## src/rtl/i2c_tgt_pkg.sv

```systemverilog
package i2c_tgt_pkg;
    typedef enum logic [2:0] {
        ST_IDLE,
        ST_ADDR,
        ST_SUB,
        ST_WDATA,
        ST_ACK,
        ST_TX,
        ST_RACK
    } tgt_state_e;
endpackage

```

## src/rtl/i2c_line_sync.sv

```systemverilog
module i2c_line_sync #(
    parameter int N_LINES = 2,
    parameter int STAGES  = 2
) (
    input  logic               clk,
    input  logic               rst_n,
    input  logic [N_LINES-1:0] line_i,
    output logic [N_LINES-1:0] lvl_o,
    output logic [N_LINES-1:0] rise_o,
    output logic [N_LINES-1:0] fall_o
);
    for (genvar g = 0; g < N_LINES; g++) begin : g_line
        logic [STAGES:0] pipe_q;
        always_ff @(posedge clk or negedge rst_n) begin
            if (!rst_n) pipe_q <= '1;
            else        pipe_q <= {pipe_q[STAGES-1:0], line_i[g]};
        end
        assign lvl_o[g]  = pipe_q[STAGES-1];
        assign rise_o[g] = pipe_q[STAGES-1] & ~pipe_q[STAGES];
        assign fall_o[g] = ~pipe_q[STAGES-1] & pipe_q[STAGES];
    end
endmodule

```

## src/rtl/i2c_reg_file.sv

```systemverilog
module i2c_reg_file #(
    parameter int ADDR_W = 8,
    parameter int DATA_W = 8
) (
    input  logic              clk,
    input  logic              rst_n,
    input  logic              we_i,
    input  logic [ADDR_W-1:0] waddr_i,
    input  logic [DATA_W-1:0] wdata_i,
    input  logic [ADDR_W-1:0] raddr_i,
    output logic [DATA_W-1:0] rdata_o
);
    localparam int DEPTH = 1 << ADDR_W;
    logic [DATA_W-1:0] mem_q [DEPTH];

    always_ff @(posedge clk or negedge rst_n) begin
        if (!rst_n) begin
            for (int i = 0; i < DEPTH; i++) mem_q[i] <= '0;
        end else if (we_i) begin
            mem_q[waddr_i] <= wdata_i;
        end
    end

    assign rdata_o = mem_q[raddr_i];
endmodule

```

## src/rtl/i2c_reg_target.sv

```systemverilog
module i2c_reg_target
    import i2c_tgt_pkg::*;
#(
    parameter int              ADDR_W      = 8,
    parameter int              DATA_W      = 8,
    parameter int              SYNC_STAGES = 2,
    parameter logic [DATA_W-2:0] DEV_ADDR  = 7'b1000011
) (
    input  logic clk,
    input  logic rst_n,
    input  logic scl_i,
    input  logic sda_i,
    output logic sda_oe_o
);
    localparam int CNT_W = $clog2(DATA_W + 1);
    localparam logic [CNT_W-1:0] BITS = CNT_W'(DATA_W);

    typedef struct packed {
        tgt_state_e        st;
        tgt_state_e        after;
        logic [CNT_W-1:0]  cnt;
        logic [DATA_W-1:0] sh;
        logic [ADDR_W-1:0] ptr;
        logic              oe;
        logic              mack;
    } tgt_regs_t;

    tgt_regs_t d, q;

    logic [1:0] lvl, rise, fall;
    logic scl_lvl, scl_rise, scl_fall, sda_lvl, start, stop;
    logic we;
    logic [DATA_W-1:0] rdata;

    i2c_line_sync #(.N_LINES(2), .STAGES(SYNC_STAGES)) u_sync (
        .clk    (clk),
        .rst_n  (rst_n),
        .line_i ({sda_i, scl_i}),
        .lvl_o  (lvl),
        .rise_o (rise),
        .fall_o (fall)
    );

    assign scl_lvl  = lvl[0];
    assign scl_rise = rise[0];
    assign scl_fall = fall[0];
    assign sda_lvl  = lvl[1];
    assign start    = scl_lvl & fall[1];
    assign stop     = scl_lvl & rise[1];

    i2c_reg_file #(.ADDR_W(ADDR_W), .DATA_W(DATA_W)) u_regs (
        .clk     (clk),
        .rst_n   (rst_n),
        .we_i    (we),
        .waddr_i (q.ptr),
        .wdata_i (q.sh),
        .raddr_i (q.ptr),
        .rdata_o (rdata)
    );

    always_comb begin
        d  = q;
        we = 1'b0;
        if (start) begin
            d.st  = ST_ADDR;
            d.cnt = '0;
            d.oe  = 1'b0;
        end else if (stop) begin
            d.st = ST_IDLE;
            d.oe = 1'b0;
        end else begin
            case (q.st)
                ST_ADDR, ST_SUB, ST_WDATA: begin
                    if (scl_rise) begin
                        d.sh  = {q.sh[DATA_W-2:0], sda_lvl};
                        d.cnt = q.cnt + 1'b1;
                    end else if (scl_fall && q.cnt == BITS) begin
                        d.cnt = '0;
                        d.st  = ST_ACK;
                        d.oe  = 1'b1;
                        if (q.st == ST_ADDR) begin
                            if (q.sh[DATA_W-1:1] == DEV_ADDR) begin
                                d.after = q.sh[0] ? ST_TX : ST_SUB;
                            end else begin
                                d.st = ST_IDLE;
                                d.oe = 1'b0;
                            end
                        end else if (q.st == ST_SUB) begin
                            d.ptr   = q.sh[ADDR_W-1:0];
                            d.after = ST_WDATA;
                        end else begin
                            we      = 1'b1;
                            d.ptr   = q.ptr + 1'b1;
                            d.after = ST_WDATA;
                        end
                    end
                end
                ST_ACK: begin
                    if (scl_fall) begin
                        if (q.after == ST_TX) begin
                            d.sh  = rdata;
                            d.oe  = ~rdata[DATA_W-1];
                            d.ptr = q.ptr + 1'b1;
                            d.cnt = '0;
                            d.st  = ST_TX;
                        end else begin
                            d.oe = 1'b0;
                            d.st = q.after;
                        end
                    end
                end
                ST_TX: begin
                    if (scl_fall) begin
                        if (q.cnt == BITS - 1'b1) begin
                            d.oe  = 1'b0;
                            d.cnt = '0;
                            d.st  = ST_RACK;
                        end else begin
                            d.sh  = q.sh << 1;
                            d.oe  = ~q.sh[DATA_W-2];
                            d.cnt = q.cnt + 1'b1;
                        end
                    end
                end
                ST_RACK: begin
                    if (scl_rise) begin
                        d.mack = ~sda_lvl;
                    end else if (scl_fall) begin
                        if (q.mack) begin
                            d.sh  = rdata;
                            d.oe  = ~rdata[DATA_W-1];
                            d.ptr = q.ptr + 1'b1;
                            d.cnt = '0;
                            d.st  = ST_TX;
                        end else begin
                            d.st = ST_IDLE;
                        end
                    end
                end
                default: begin
                    d.oe = 1'b0;
                end
            endcase
        end
    end

    always_ff @(posedge clk or negedge rst_n) begin
        if (!rst_n) begin
            q <= '{st: ST_IDLE, after: ST_IDLE, cnt: '0, sh: '0,
                   ptr: '0, oe: 1'b0, mack: 1'b0};
        end else begin
            q <= d;
        end
    end

    assign sda_oe_o = q.oe;
endmodule

```

## config.mk

```make
export PLATFORM = sky130hd
export DESIGN_NAME = i2c_reg_target
export DESIGN_NICKNAME = d
export VERILOG_FILES = /design/src/rtl/i2c_tgt_pkg.sv /design/src/rtl/i2c_line_sync.sv /design/src/rtl/i2c_reg_file.sv /design/src/rtl/i2c_reg_target.sv
export SDC_FILE = /design/constraint.sdc
export NUM_CORES = 2
export LEC_CHECK = 0
export BUFFER_PORTS_ARGS = -buffer_cell sky130_fd_sc_hd__buf_4
export CAP_MARGIN = 10
export CORE_MARGIN = 10
export CORE_UTILIZATION = 40
export DETAILED_ROUTE_END_ITERATION = 12
export SYNTH_ARGS = -nofsm -noshare
export SYNTH_HDL_FRONTEND = slang
export SYNTH_SLANG_ARGS = --single-unit
```

## constraint.sdc

```tcl
create_clock -name clk -period 4.3 [get_ports clk]
set_input_delay 0.645 -clock clk [delete_from_list [all_inputs] [get_ports clk]]
set_output_delay 0.645 -clock clk [all_outputs]
set_load 0.02 [all_outputs]
```

# [After elaboration in Yosys (flattened, before gate mapping)]
# Cells that the tools add are included.
[word_totals] ff_bits=2082 out_inout_bits=1 wordCells=393
[classes] add_sub_neg=2 n_reduce_logical=14 n_bitwise=16 eq_ne=38 order_cmp=2 n_mux=56
[op_table] op="bitwise mux 2048 bit" n=1
[op_table] op="two-way mux 21 bit" n=4
[op_table] op="binary-select mux 8 bit (select 8 bit)" n=1
[op_table] op="demux 8 bit (select 8 bit)" n=1
[op_table] op="two-way mux 8 bit" n=7
[op_table] op="case mux 12 bit (4 select lines)" n=1
[op_table] op="two-way mux 3 bit" n=14
[op_table] op="two-way mux 20 bit" n=2
[op_table] op="inequality test 4 bit, second input constant" n=9
[op_table] op="inequality test 2 bit, second input constant" n=12
[op_table] op="case mux 8 bit (3 select lines)" n=1
[op_table] op="AND reduction 11 bit" n=2
[op_table] op="two-way mux 9 bit" n=2
[op_table] op="inequality test 3 bit, second input constant" n=6
[op_table] op="two-way mux 1 bit" n=14
[op_table] op="equality test 3 bit, second input constant" n=4
[op_table] op="two-way mux 12 bit" n=1
[op_table] op="two-way mux 4 bit" n=3
[op_table] op="case mux 3 bit (4 select lines)" n=1
[op_table] op="two-way mux 10 bit" n=1
[op_table] op=">= comparator 9 bit, second input constant" n=1
[op_table] op="less-than comparator 9 x 1 -> 1 bit, second input constant" n=1
[op_table] op="NOT 1 bit" n=9
[op_table] op="NOT 8 -> 9 bit" n=1
[op_table] op="other kinds (22)" n=29

# [Depth between registers and ports, before layout]
[depth] word_depth=11 depth_mapped=13

# [Hierarchy]
# Synthesis repeated with hierarchy kept, for this count alone.
[unflattened] cells_unflattened=6244 area_unflattened_um2=95073.7
[modules_own_cells] module="i2c_reg_file" cells_each=6013 area_per_inst_um2=92955.4 n_inst=1
[modules_own_cells] module="i2c_reg_target" cells_each=219 area_per_inst_um2=1910.6 n_inst=1
[modules_own_cells] module="i2c_line_sync" cells_each=12 area_per_inst_um2=207.7 n_inst=1

# [Least setup slack after synthesis]
# No wires, ideal clock.
[synth_path] path_type="register to register" startpoint="register q[3] (netlist name)" endpoint="register u_regs.mem_q[1776] (netlist name)" n_path_buf=7 stages_incl_launch_ff=13 setup_time_ns=0.125 required_ns=4.175 synth_period_minus_slack_ns=3.420 arrival_time_ns=3.295 path_slack_ns=0.880 cell_sequence="dfrtp_1 > buf_2 > buf_2 > buf_2 > buf_1 > buf_1 > inv_1 > ha_1 > or3b_2 > clkbuf_1 > clkbuf_1 > nor2_1 > mux2_2"
[synth_via] elab_chain_cells=6
[synth_rtl] element="from (decl)" line_no="i2c_reg_target.sv:28" text="tgt_regs_t d, q;"
[synth_rtl] element="from (signal assigned)" line_no="i2c_reg_target.sv:149" text="q <= '{st: ST_IDLE, after: ST_IDLE, cnt: '0, sh: '0,"
[synth_rtl] element="NOT 8 -> 9 bit (not written as such) (*)" line_no="i2c_reg_file.sv:20" text="mem_q[waddr_i] <= wdata_i;"
[synth_rtl] element=">= comparator 9 bit (not written as such) / less-than comparator 9 x 1 -> 1 bit (equally long branches)" line_no="i2c_reg_file.sv:20"
[synth_rtl] element="logical AND 1 bit (not written as such)" line_no="i2c_reg_file.sv:20"
[synth_rtl] element="two-way mux 8 bit (not written as such)" line_no="i2c_reg_file.sv:20"
[synth_rtl] element="demux 8 bit (select 8 bit) (*)" line_no="i2c_reg_file.sv:20"
[synth_rtl] element="bitwise mux 2048 bit (*)" line_no="i2c_reg_file.sv:20"
[synth_rtl] element="to (signal, indexed assignment)" line_no="i2c_reg_file.sv:20"
[synth_rtl] element="to (decl)" line_no="i2c_reg_file.sv:14" text="logic [DATA_W-1:0] mem_q [DEPTH];"
# Mark *: on every way between the ends. The rest lies on a longest branch, timed or not.
# A chain may end at the register's enable or synchronous reset.

# [Worst setup path after layout]
[layout_path] startpoint="register q[3] (netlist name)" endpoint="register q[15] (netlist name)"
[layout_via] elab_chain_cells=8
[layout_rtl] element="NOT 8 -> 9 bit (not written as such) (*)" line_no="i2c_reg_file.sv:24" text="assign rdata_o = mem_q[raddr_i];"
[layout_rtl] element="binary-select mux 8 bit (select 8 bit) (*)" line_no="i2c_reg_file.sv:24"
[layout_rtl] element="two-way mux 8 bit (not written as such) (*) (2 in a row)" line_no="i2c_reg_file.sv:24"
[layout_rtl] element="two-way mux 21 bit" line_no="i2c_reg_target.sv:129" text="if (q.mack) begin"
[layout_rtl] element="two-way mux 21 bit" line_no="i2c_reg_target.sv:128" text="end else if (scl_fall) begin"
[layout_rtl] element="two-way mux 21 bit" line_no="i2c_reg_target.sv:126" text="if (scl_rise) begin"
[layout_rtl] element="case mux 12 bit (4 select lines) (*)" line_no="i2c_reg_target.sv:72" text="case (q.st)"
# Mark *: on every way between the ends. The rest lies on a longest branch, timed or not. The select of a mux whose other input is x is not followed.

==> impl_metrics.json <==
{
  "status": "finished, violations left",
  "violations": "negative setup slack",
  "cp_data_arrival_time_ns": 5.01,
  "crit_slowest_cell": "dfrtp_4",
  "worst_slack_ns": -0.0125,
  "critPathRequiredTime_ns": 5.00,
  "vdd_ir_drop_max_mv": 0.529,
  "r2r_setup_slack_ns": -0.01,
  "r2r_cells": 7,
  "whs_ns": 0.360,
  "cts_buffers": 221,
  "syn_nets": 5967,
  "relSlewSlack": 0.0555,
  "cts_tree": "done",
  "syn_avg_cell_area_um2": 15.9,
  "synthCells": 5957,
  "die_x_um": 507,
  "hpwl_um": 167000,
  "gr-total-overflow": 0,
  "dieArea_mm2": 0.257,
  "fin_worst_skew_ns": 0.0536,
  "clkSinkCount": 2082,
  "initial_core_util": 0.403,
  "fp.coreArea_mm2": 0.236,
  "final_common_cell": "dfrtp_1",
  "whs_path_depth": 0,
  "routed_wl_um": 261000,
  "hold_path_startpoint": "u_sync.g_line[1].pipe_q[0]",
  "grt_max_degree": 259,
  "leakage_nw": 50.0,
  "nets": 6093,
  "fin_crit_sh": 1.00,
  "max_freq_mhz": 232,
  "layout-drive-gt1-share": 0.510,
  "crit_fanout": 75,
  "num_vias": 54505,
  "fin_crit_ns": 4.31,
  "placed_area_mm2": 0.100,
  "final_cell_mix": "dfrtp_1, mux2_2, mux4_2",
  "cp_slowest_stage_delay_ns": 0.99,
  "synth-async-reset-ratio": 1.00,
  "cellPowerDensity_mw_per_mm2": 398,
  "worstSetupPathType": "reg2reg",
  "setup.worst_path.start": "q[3]",
  "grt_setup_unrepaired": "no",
  "track_usage": 0.201,
  "ys_seq_elements": 2082,
  "final_design_area_no_fill_mm2": 0.108,
  "total_power_mw": 42.9,
  "firstDrtPassIters": 8,
  "drtIter0Drc": 3983,
  "clk_latency_ns": 0.88,
  "rr_startpoint": "q[3]",
  "synth_edf_count": 0,
  "io_pins": 5,
  "yosysWarnings": 0,
  "wl_per_cell_um": 27.7,
  "setup_viol": 1,
  "seq_area_frac_synth": 0.549,
  "hold_violations": 0,
  "antenna_found_initial": 3,
  "grt_pass1_wl_um": 397000,
  "fp.dieH_um": 507,
  "worst_pin_slew_ns": 1.42,
  "gp_congestion": 0.869,
  "cts_max_level": 4,
  "synthToLayoutAreaGrowth_pct": 13.4,
  "cp_cell_sequence": "buf_12 > mux4_2 > mux4_2 > mux2i_1 > nor2_1 > a2111oi_1 > a21oi_1",
  "timing.critical_path.mode_cell": "mux4_2",
  "ys_types": 68,
  "cap_violations": 0,
  "cts-root-buf": "clkbuf_16",
  "antenna_left": 0,
  "slew_violations": 0,
  "drcViolationCount": 0,
  "via_per_inst": 5.79,
  "synth_area_mm2": 0.0950,
  "path_clk_slew_ns": 0.07,
  "grt_pass1_vias": 57580,
  "synthFlopType": "dfrtp_1",
  "end_kind": "flop",
  "startpoint_type": "flop",
  "hold_path_end": "u_sync.g_line[1].pipe_q[1]",
  "port_buffers": 4,
  "reg2reg_to": "q[15]",
  "finish.utilization": 0.457,
  "hp-class": "reg2reg",
  "num_rows": 178,
  "ctsLongestPathBuffers": 3
}
[final cells by class]
class / instances / area [um^2]
antenna: 1 / 2.50
timing repair buffer: 358 / 3280
tap: 3150 / 3940
inverter: 14 / 52.6
multi-input combinational: 3406 / 41000
fill: 20622 / 128000
sequential: 2082 / 52200
clock inverter: 58 / 724
clock buffer: 347 / 6580
[repair_timing]
item	in CTS	in global routing
setup buffers	0	0
hold buffers	3	0
endpoints found under the hold margin	53	0
resized for setup	0	0
[power breakdown]
group	internal, mW	switching [mW]	total, mW
Sequential	19.6	0.926	20.6
Clock	11.0	8.08	19.1
Combinational	0.403	2.84	3.24
Total	31.0	11.8	42.9
[per-layer routing]
layer | share of wire | GRT usage | wire, um | vias to the layer above
met4 | 0.035 | 0.0691 | 9220 | 4
met1 | 0.45 | 0.286 | 116000 | 30085
met5 | 0.00010 | 0 | 26 | -
met3 | 0.053 | 0.0352 | 13900 | 454
li1 | - | - | - | 22612
met2 | 0.46 | 0.312 | 121000 | 1350
[worst max-delay path by stage]
stage,end,cells past startpoint
floorplan,u_regs.mem_q[1776],12
global placement,q[15],7
detailed placement,q[15],7
CTS,q[15],7
global route,q[15],7
finish,q[15],7
[cell families after synthesis]
family / count (synthesis) / synth area share
mux: 2691 / 0.388
flops: 2082 / 0.549
buf+inv: 469 / 0.0207
simple gates: 450 / 0.0231
compound gates: 258 / 0.0184
fa+ha+maj: 6 / 0.000791
xor+xnor: 1 / 0.0000922
[state kept, by name, summed over array words and instances, names as in the netlist]
register / count
q: 27
u_sync.g_line.pipe_q: 6
sda_oe_o: 1
u_regs.mem_q: 2048
[synthesized netlist by cell type (4+ instances only)]
library cell     n  area [um^2]
o22ai_1          4         25.0
a21oi_1         50          250
nand2b_1         8         50.1
or3_1            6         37.5
clkbuf_1       323         1210
nor2b_1         15         93.8
a22oi_1         75          563
nor4_1           6         37.5
nand3_1         27          135
ha_1             6         75.1
dfstp_2          6          158
a22o_1          13          114
o31ai_1          4         30.0
mux2i_1         46          460
a31oi_1         12         75.1
mux2_1         291         3280
nor2_2         100          626
buf_1           32          120
nor3b_1          4         30.0
nand2_1         56          210
inv_1           11         41.3
a211oi_1        10         75.1
buf_4           17          128
and3_1           6         37.5
and2_1           8         50.1
o21ai_0         41          205
mux2_2        1766        19900
nor3_1          10         50.1
a221oi_1         4         35.0
buf_2           77          385
o211ai_1         5         37.5
a2111oi_0        4         35.0
nor2_1         188          706
o21ai_1          7         35.0
mux4_2         588        13200
buf_6            6         67.6
dfrtp_1       2076        51900
[stage by stage]
stage          TNS [ns]  std cells  setup WS [ns]
6_report        -0.0125       9416        -0.0125
5_1_grt               0       9416         0.0554
4_1_cts               0       9415         0.0548
3_5_place_dp          0       9007         0.0810
3_3_place_gp     -0.238       9007         -0.238
2_1_floorplan         0       5957          0.880
[critical path: cells and delay by family (launching register included)]
family	cells	cell delay, ns
buffers and inverters	1	0.49
AO/OA/AOI/OAI	2	1.20
AND/OR/NAND/NOR	1	0.08
flip-flops	1	0.99
multiplexers	3	1.27
No activity file was read; power rests on OpenSTA's default activity.
